### config.mk
export PLATFORM = sky130hd
export DESIGN_NAME = lpm_seq
export DESIGN_NICKNAME = d
export VERILOG_FILES = /design/src/rtl/lpm_pkg.sv /design/src/rtl/lpm_wake_sync.sv /design/src/rtl/lpm_wake_qual.sv /design/src/rtl/lpm_fsm.sv /design/src/rtl/lpm_out_dec.sv /design/src/rtl/lpm_seq.sv
export SDC_FILE = /design/constraint.sdc
export NUM_CORES = 1
export LEC_CHECK = 0
export ABC_AREA = 1
export BUFFER_PORTS_ARGS = -buffer_cell sky130_fd_sc_hd__clkbuf_2
export CAP_MARGIN = 20
export CORE_MARGIN = 4
export CORE_UTILIZATION = 40
export CTS_CLUSTER_DIAMETER = 120
export DETAILED_ROUTE_END_ITERATION = 8
export PLACE_DENSITY = 0.68
export SLEW_MARGIN = 10
export SYNTH_ARGS = -nofsm -noshare
export SYNTH_HDL_FRONTEND = slang
export SYNTH_SLANG_ARGS = --single-unit
### constraint.sdc
create_clock -name clk -period 4.87 [get_ports clk]
set_input_delay 0.974 -clock clk [delete_from_list [all_inputs] [get_ports clk]]
set_output_delay 0.974 -clock clk [all_outputs]
set_load 0.05 [all_outputs]
### src/rtl/lpm_pkg.sv
package lpm_pkg;

  typedef enum logic [1:0] {
    MODE_NONE  = 2'b00,
    MODE_SLEEP = 2'b01,
    MODE_STOP  = 2'b10,
    MODE_STBY  = 2'b11
  } lp_mode_e;

  typedef enum logic [2:0] {
    ST_RUN,
    ST_ENTER,
    ST_SLEEP,
    ST_STOP,
    ST_STBY,
    ST_WK_REG,
    ST_WK_OSC,
    ST_STBY_RST
  } lp_state_e;

  localparam logic [1:0] REG_OFF  = 2'b00;
  localparam logic [1:0] REG_MAIN = 2'b01;
  localparam logic [1:0] REG_LP   = 2'b10;

endpackage

### src/rtl/lpm_wake_sync.sv
module lpm_wake_sync #(
  parameter int STAGES = 2
) (
  input  logic clk,
  input  logic rst_n,
  input  logic pin,
  output logic rise
);
  // sh[STAGES-1:0] is the synchroniser chain, sh[STAGES] holds the previous value
  logic [STAGES:0] sh;

  always_ff @(posedge clk or negedge rst_n) begin
    if (!rst_n) sh <= '0;
    else        sh <= {sh[STAGES-1:0], pin};
  end

  assign rise = sh[STAGES-1] & ~sh[STAGES];
endmodule

### src/rtl/lpm_wake_qual.sv
module lpm_wake_qual
  import lpm_pkg::*;
#(
  parameter int N_EXT = 16
) (
  input  lp_mode_e           tgt,
  input  logic               irq_pending,
  input  logic [N_EXT-1:0]   ext_line,
  input  logic               vdet,
  input  logic               rtc_alarm,
  input  logic               usb_wake,
  input  logic               pin_rise,
  input  logic               ext_rst_evt,
  input  logic               wdog_rst,
  output logic               wake
);
  logic wk_sleep, wk_stop, wk_stby;

  assign wk_sleep = irq_pending;
  assign wk_stop  = (|ext_line) | vdet | rtc_alarm | usb_wake;
  assign wk_stby  = ext_rst_evt | wdog_rst | pin_rise | rtc_alarm;

  always_comb begin
    unique case (tgt)
      MODE_SLEEP: wake = wk_sleep;
      MODE_STOP:  wake = wk_stop;
      MODE_STBY:  wake = wk_stby;
      default:    wake = 1'b0;
    endcase
  end
endmodule

### src/rtl/lpm_fsm.sv
module lpm_fsm
  import lpm_pkg::*;
#(
  parameter int ENTRY_CYC = 4,
  parameter int RST_CYC   = 16
) (
  input  logic       clk,
  input  logic       rst_n,
  input  logic       req_valid,
  input  lp_mode_e   req_mode,
  input  logic       req_lp,
  input  logic       wake,
  input  logic       reg_ready,
  input  logic       osc_ready,
  input  logic       pll_on,
  input  logic       sbf_clr,
  output lp_state_e  state,
  output lp_mode_e   tgt,
  output logic       lp_sel,
  output logic       pll_allow,
  output logic       sbf
);
  localparam int MAXC = (ENTRY_CYC > RST_CYC) ? ENTRY_CYC : RST_CYC;
  localparam int CW   = $clog2(MAXC + 1);

  lp_state_e     nxt;
  logic [CW-1:0] cnt, cnt_nxt;
  logic          cnt_en, req_en;
  logic          pll_allow_nxt, sbf_nxt;

  always_comb begin
    nxt     = state;
    cnt_nxt = cnt;
    cnt_en  = 1'b0;
    req_en  = 1'b0;
    unique case (state)
      ST_RUN: begin
        if (req_valid && req_mode != MODE_NONE) begin
          nxt     = ST_ENTER;
          req_en  = 1'b1;
          cnt_en  = 1'b1;
          cnt_nxt = CW'(ENTRY_CYC - 1);
        end
      end
      ST_ENTER: begin
        if (wake) begin
          nxt = ST_RUN;
        end else if (cnt == '0) begin
          unique case (tgt)
            MODE_SLEEP: nxt = ST_SLEEP;
            MODE_STOP:  nxt = ST_STOP;
            default:    nxt = ST_STBY;
          endcase
        end else begin
          cnt_en  = 1'b1;
          cnt_nxt = cnt - 1'b1;
        end
      end
      ST_SLEEP:  if (wake) nxt = ST_RUN;
      ST_STOP:   if (wake) nxt = ST_WK_REG;
      ST_WK_REG: if (reg_ready) nxt = ST_WK_OSC;
      ST_WK_OSC: if (osc_ready) nxt = ST_RUN;
      ST_STBY: begin
        if (wake) begin
          nxt     = ST_STBY_RST;
          cnt_en  = 1'b1;
          cnt_nxt = CW'(RST_CYC - 1);
        end
      end
      ST_STBY_RST: begin
        if (cnt == '0) begin
          nxt = ST_RUN;
        end else begin
          cnt_en  = 1'b1;
          cnt_nxt = cnt - 1'b1;
        end
      end
      default: nxt = ST_RUN;
    endcase
  end

  always_comb begin
    pll_allow_nxt = pll_allow;
    if (state == ST_ENTER && (nxt == ST_STOP || nxt == ST_STBY))
      pll_allow_nxt = 1'b0;
    else if (state == ST_RUN && pll_on)
      pll_allow_nxt = 1'b1;

    sbf_nxt = sbf;
    if (state == ST_STBY && nxt == ST_STBY_RST) sbf_nxt = 1'b1;
    else if (sbf_clr)                           sbf_nxt = 1'b0;
  end

  always_ff @(posedge clk or negedge rst_n) begin
    if (!rst_n) begin
      state     <= ST_RUN;
      cnt       <= '0;
      tgt       <= MODE_NONE;
      lp_sel    <= 1'b0;
      pll_allow <= 1'b0;
      sbf       <= 1'b0;
    end else begin
      state     <= nxt;
      pll_allow <= pll_allow_nxt;
      sbf       <= sbf_nxt;
      if (cnt_en) cnt <= cnt_nxt;
      if (req_en) begin
        tgt    <= req_mode;
        lp_sel <= req_lp;
      end
    end
  end
endmodule

### src/rtl/lpm_out_dec.sv
module lpm_out_dec
  import lpm_pkg::*;
(
  input  lp_state_e  state,
  input  logic       lp_sel,
  input  logic       pll_allow,
  input  logic       hse_req,
  output logic       cpu_clk_en,
  output logic       core_clk_en,
  output logic       pll_en,
  output logic       hsi_en,
  output logic       hse_en,
  output logic [1:0] reg_mode,
  output logic       core_iso,
  output logic       core_rst
);
  logic run_like, awake;

  assign run_like    = (state == ST_RUN) || (state == ST_ENTER);
  assign awake       = run_like || (state == ST_SLEEP);

  assign cpu_clk_en  = run_like;
  assign core_clk_en = awake || (state == ST_STBY_RST);
  assign hsi_en      = awake || (state == ST_WK_OSC) || (state == ST_STBY_RST);
  assign hse_en      = awake && hse_req;
  assign pll_en      = awake && pll_allow;
  assign core_iso    = (state == ST_STBY);
  assign core_rst    = (state == ST_STBY) || (state == ST_STBY_RST);

  always_comb begin
    unique case (state)
      ST_STOP: reg_mode = lp_sel ? REG_LP : REG_MAIN;
      ST_STBY: reg_mode = REG_OFF;
      default: reg_mode = REG_MAIN;
    endcase
  end
endmodule

### src/rtl/lpm_seq.sv
module lpm_seq
  import lpm_pkg::*;
#(
  parameter int N_EXT       = 16,
  parameter int ENTRY_CYC   = 4,
  parameter int RST_CYC     = 16,
  parameter int SYNC_STAGES = 2
) (
  input  logic             clk,
  input  logic             rst_n,
  input  logic             req_valid,
  input  logic [1:0]       req_mode,
  input  logic             req_lp,
  input  logic             pll_on,
  input  logic             hse_req,
  input  logic             sbf_clr,
  input  logic             irq_pending,
  input  logic [N_EXT-1:0] ext_line,
  input  logic             vdet,
  input  logic             rtc_alarm,
  input  logic             usb_wake,
  input  logic             wkup_pin,
  input  logic             ext_rst_evt,
  input  logic             wdog_rst,
  input  logic             reg_ready,
  input  logic             osc_ready,
  output logic             cpu_clk_en,
  output logic             core_clk_en,
  output logic             pll_en,
  output logic             hsi_en,
  output logic             hse_en,
  output logic [1:0]       reg_mode,
  output logic             core_iso,
  output logic             core_rst,
  output logic             rtc_clk_en,
  output logic             wdg_clk_en,
  output logic             sbf
);
  lp_state_e state;
  lp_mode_e  tgt;
  logic      lp_sel, pll_allow, pin_rise, wake;

  lpm_wake_sync #(.STAGES(SYNC_STAGES)) u_sync (
    .clk(clk), .rst_n(rst_n), .pin(wkup_pin), .rise(pin_rise)
  );

  lpm_wake_qual #(.N_EXT(N_EXT)) u_qual (
    .tgt(tgt), .irq_pending(irq_pending), .ext_line(ext_line), .vdet(vdet),
    .rtc_alarm(rtc_alarm), .usb_wake(usb_wake), .pin_rise(pin_rise),
    .ext_rst_evt(ext_rst_evt), .wdog_rst(wdog_rst), .wake(wake)
  );

  lpm_fsm #(.ENTRY_CYC(ENTRY_CYC), .RST_CYC(RST_CYC)) u_fsm (
    .clk(clk), .rst_n(rst_n), .req_valid(req_valid),
    .req_mode(lp_mode_e'(req_mode)), .req_lp(req_lp), .wake(wake),
    .reg_ready(reg_ready), .osc_ready(osc_ready), .pll_on(pll_on),
    .sbf_clr(sbf_clr), .state(state), .tgt(tgt), .lp_sel(lp_sel),
    .pll_allow(pll_allow), .sbf(sbf)
  );

  lpm_out_dec u_dec (
    .state(state), .lp_sel(lp_sel), .pll_allow(pll_allow), .hse_req(hse_req),
    .cpu_clk_en(cpu_clk_en), .core_clk_en(core_clk_en), .pll_en(pll_en),
    .hsi_en(hsi_en), .hse_en(hse_en), .reg_mode(reg_mode),
    .core_iso(core_iso), .core_rst(core_rst)
  );

  // the always-on domain keeps its clocks in every mode
  assign rtc_clk_en = 1'b1;
  assign wdg_clk_en = 1'b1;
endmodule

==> Word level (Yosys, flattened, before mapping) <==
Cells that the tools add are included.
{ "totals": {"output_inout_bits": 12, "reg_bits": 16, "input_bits": 34} }
{ "op_classes": {"bitwise_logic": 8, "eq_ne": 16, "add_sub_neg": 1, "mux": 29, "n_reduce_logical": 21} }
{ "op_table": {"columns": ["cell", "n"], "rows": [
  ["3-bit 2-to-1 mux", 9],
  ["3-bit case mux with 8 select lines", 1],
  ["5-bit 2-to-1 mux", 4],
  ["5-bit case mux with 4 select lines", 1],
  ["3-bit == test, second input constant", 6],
  ["16-bit OR reduction", 1],
  ["3-bit by 2-bit == test with 1-bit output, second input constant", 3],
  ["1-bit 2-to-1 mux", 9],
  ["1-bit logical OR", 7],
  ["1-bit logical AND", 6],
  ["1-bit bitwise OR", 6],
  ["3-bit case mux with 2 select lines", 1],
  ["2-bit nonzero test", 3],
  ["5-bit zero test", 1],
  ["5-bit AND reduction", 1],
  ["5-bit by 1-bit subtractor with 5-bit output, second input constant", 1],
  ["2-bit == test, second input constant", 2],
  ["2-bit != test, second input constant", 2],
  ["1-bit case mux with 4 select lines", 1],
  ["2-bit case mux with 2 select lines", 1],
  ["4-bit nonzero test", 1],
  ["3-bit by 1-bit == test with 1-bit output, second input constant", 1],
  ["3-bit zero test", 1],
  ["1-bit case mux with 3 select lines", 1],
  ["5 further kinds", 5]
]} }

==> Longest topological paths before layout <==
{ "depth": {"ltp_word": 11, "depth_mapped": 16, "depth_no_buf": 16} }

==> Hierarchy <==
From an unflattened synthesis, not the netlist that was laid out.
{ "hier_totals": {"hier_cells": 167, "hier_area_um2": 1186.1} }
{ "by_module_without_submodules": {"columns": ["module", "instances", "area_each_um2", "cells_per_inst"], "rows": [
  ["lpm_fsm", 1, 889.6, 116],
  ["lpm_wake_qual", 1, 108.9, 25],
  ["lpm_wake_sync", 1, 85.1, 5],
  ["lpm_out_dec", 1, 83.8, 18],
  ["lpm_seq", 1, 18.8, 3]
]} }

==> Worst setup path before layout <==
Ideal clock, no wire load.
{ "synth_timing": {"path_type": "register to output", "startpoint": "register u_fsm.state[0]", "endpoint": "output reg_mode[0]", "required_ns": 3.896, "arrival_ns": 1.760, "stages_incl_launch_ff": 6, "path_slack_ns": 2.136, "path_cell_list": "dfrtp_1 nand2_1 nor2_1 inv_1 nor2_1 nor2_1"} }
{ "synth_between": {"elab_chain_cells": 2, "word_cells_on_any_way": 3, "cone_classes": "eq/ne (2); mux (1)"} }
{ "synth_rtl": {"columns": ["element", "line", "rtl"], "rows": [
  ["start, declared", "lpm_fsm.sv:17", "output lp_state_e state,"],
  ["start signal, assigned", "lpm_fsm.sv:103", "state <= nxt;"],
  ["3-bit == test or 3-bit by 2-bit == test with 1-bit output (tied branches)", "lpm_out_dec.sv:31", "unique case (state)"],
  ["2-bit case mux with 2 select lines *", "lpm_out_dec.sv:31", null],
  ["end, declared", "lpm_seq.sv:32", "output logic [1:0] reg_mode,"]
]} }
Mark *: on every way between the ends. The rest lies on a longest branch, timed or not.

==> Final worst setup path <==
{ "layout_timing": {"startpoint": "register u_fsm.state[0]", "endpoint": "output core_rst"} }
{ "layout_between": {"elab_chain_cells": 2, "word_cells_on_any_way": 3, "cone_classes": "eq/ne (2); reduce/logical (1)"} }
{ "layout_rtl": {"columns": ["element", "line", "rtl"], "rows": [
  ["3-bit == test", "lpm_out_dec.sv:28", "assign core_rst = (state == ST_STBY) || (state == ST_STBY_RST);"],
  ["1-bit logical OR *", "lpm_out_dec.sv:28", null],
  ["end, declared", "lpm_seq.sv:34", "output logic core_rst,"]
]} }
Marks and branches as above.

==> flow_metrics.py <==
metrics = {
    "run_status": {
        "outcome": "finished clean",
    },
    "critical_path": {
        "startpoint": "u_fsm.state[0]",
        "crit_type": "reg2out",
        "path_max_fanout": 5,
        "arrival_ps": 1460,
        "critPathBufInv": 3,
        "cpLargestDelayFamily": "flip-flops",
        "critical-path-max-stage-delay_ps": 450,
        "crit-reg2reg-launch": "u_fsm.cnt[0]",
        "critPathLaunchType": "flop",
        "crit_slowest_cell": "dfrtp_1",
        "required_ps": 3900,
        "endpoint_kind": "output pin",
        "worstPathCellList": "nor2_1 > inv_1 > nor2_4 > inv_2 > nand2_1 > clkbuf_2",
    },
    "timing": {
        "rsz0062_at_grt": "no",
        "final.setup.tns_ps": 0,
        "skew_ps": 3.99,
        "hold_viol_final": 0,
        "finalSetupViolCount": 0,
        "fmax_mhz": 411,
        "finalCritPeriodShare_pct": 50.0,
        "drv_slew": 0,
        "timing.final.crit_period_ps": 2440,
        "finalWorstSetupSlack_ps": 2430,
    },
    "place": {
        "dp.cells": 237,
        "numPortBuffers": 43,
        "place_area_mm2": 0.00141,
        "routabilityCongestion": 0.842,
        "post-place-ws_ps": 2450,
        "dp_hpwl_mm": 2.05,
    },
    "final_layout": {
        "area_delta_synth_final_pct": 22.8,
        "diodes": 0,
        "nets": 250,
        "mostFrequentLayoutCells": "clkbuf_2 (43), nand2_1 (30), nor2_1 (27), inv_1 (23), dfrtp_1 (16)",
        "final_common_cell": "clkbuf_2",
        "finalInstanceArea_mm2": 0.00143,
        "num-fill-cells": 294,
        "stdcell_count": 240,
        "drive_gt1_share_pct": 35.4,
    },
    "floorplanning": {
        "core-area_mm2": 0.00276,
        "initial_core_util_pct": 42.2,
        "die_y_um": 61.9,
        "pin_count": 46,
        "die_w_um": 61.9,
        "die-area_mm2": 0.00383,
        "rows": 19,
    },
    "global_routing": {
        "grt_usage_pct": 14.9,
        "grt_pass1_vias": 996,
        "grt_pass1_wl_mm": 4.19,
        "grt_max_degree": 17,
        "grt-ovfl-total": 0,
        "grt_antenna_before_repair": 0,
    },
    "detailed_routing": {
        "firstDrtPassIters": 4,
        "post_drt_via_cell_ratio": 4.43,
        "routedWlPerCell_um": 10.3,
        "drt_iter0_drc": 38,
        "wirelength_mm": 2.46,
        "ant_nets": 0,
        "vias": 1063,
        "drc": 0,
    },
    "clock_tree": {
        "cts_buffer_depth": 2,
        "cts_resized": 0,
        "cts_tree": "built",
        "clk_latency_ps": 290,
        "htreeDepth": 1,
        "cts_buffers": 3,
        "clock_sinks": 16,
        "path_clk_slew_ps": 90,
        "cts-root-buf": "clkbuf_4",
        "cts_setup_buffers": 0,
        "cts-hold-fix-buffers": 0,
    },
    "run": {
        "max_cap_violations": 0,
    },
    "synthesis": {
        "netlist_area_mm2": 0.00116,
        "ys_seq_area_share_pct": 34.4,
        "yosys_warnings": 0,
        "syn_area_per_cell_um2": 7.09,
        "synth_cells": 164,
        "synth-seq-cells": 16,
        "synth.distinct_cells": 27,
    },
    "power_and_ir_drop": {
        "p_total_mw": 0.778,
        "peakVddDrop_mv": 0.412,
        "power.leakage_nw": 0.782,
        "power_density_mw_per_mm2": 545,
    },
    "worst_hold_path": {
        "worstHoldStart": "u_sync.sh[0]",
        "hold_class": "reg2reg",
    },
}
## through the flow
stage                     hold slack, ps  utilization (%)
after floorplan                      331                -
after global placement               338             51.0
after detailed placement             341             51.0
after CTS                            354             51.8
after global routing                 372             51.8
final                                354             51.8
## where the power goes
group,leakage [nW],switching (mW),internal (mW),total (mW)
Sequential,0.193,0.0295,0.177,0.207
Combinational,0.575,0.353,0.149,0.502
Clock,0.0138,0.0408,0.0287,0.0695
## synth_stat cells
master / instances / area (um^2)
a21oi_1: 5 / 25.0
buf_4: 2 / 15.0
and2_0: 1 / 6.26
inv_2: 7 / 26.3
o21ai_1: 4 / 20.0
xor2_1: 1 / 8.76
a21boi_0: 1 / 7.51
nand3b_1: 1 / 7.51
conb_1: 1 / 3.75
o21ai_2: 1 / 8.76
nor3_1: 1 / 5.00
ha_1: 5 / 62.6
nand3_2: 2 / 20.0
clkinv_1: 1 / 3.75
nand2_2: 6 / 37.5
nand2_4: 1 / 11.3
o21ai_0: 10 / 50.1
nor2_2: 3 / 18.8
a21oi_2: 1 / 8.76
a21boi_2: 1 / 11.3
nor2_1: 27 / 101
nand4_1: 1 / 6.26
dfrtp_1: 16 / 400
nand2_1: 30 / 113
inv_1: 23 / 86.3
nand3_1: 6 / 30.0
nor2_4: 6 / 67.6
## metal layers
layer | routed length, um | global-route usage [%] | up-vias | part of all wire [%]
li1 | - | - | 587 | -
met1 | 1140 | 19.7 | 457 | 46
met2 | 1200 | 23.8 | 17 | 49
met3 | 110 | 3.72 | 2 | 4.5
met4 | 17 | 4.55 | 0 | 0.69
met5 | 0 | 0 | - | 0
## kinds of logic (layout without fill, tap and decap cells)
kind of cell / after synthesis / in the layout / share of synthesized area, %
buffers and inverters: 33 / 77 / 11.3
adders and majority gates: 5 / 5 / 5.38
other: 1 / 2 / 0.323
xor gates and xnor gates: 1 / 1 / 0.754
DFF: 16 / 16 / 34.4
AOI/OAI and AO/OA: 23 / 23 / 11.3
and+or+nand+nor: 85 / 85 / 36.5
## path summary, 6_finish.rpt
check,slack [ps],cells past startpoint,endpoint
max,2430,6,core_rst
min,350,0,u_sync.sh[1]
max reg2reg,3020,15,u_fsm.pll_allow
min reg2reg,350,0,u_sync.sh[1]
max in group asynchronous,3960,1,u_sync.sh[0]
min in group asynchronous,610,1,u_fsm.cnt[2]
## cell type report
cell class | instances | area, um^2 | area share [%]
Timing Repair Buffer | 43 | 215 | 15.1
Multi-Input combinational cell | 116 | 634 | 44.4
Clock buffer | 3 | 22.5 | 1.58
Sequential cell | 16 | 400 | 28.0
Inverter | 31 | 116 | 8.15
Tap cell | 31 | 38.8 | 2.72
## state kept, by name, summed over array words and instances, names as in the netlist
signal           flops
u_fsm.cnt            5
u_fsm.state          3
u_sync.sh            3
u_fsm.tgt            2
u_fsm.lp_sel         1
u_fsm.pll_allow      1
u_fsm.sbf            1
(Power assumes the default switching activity.)
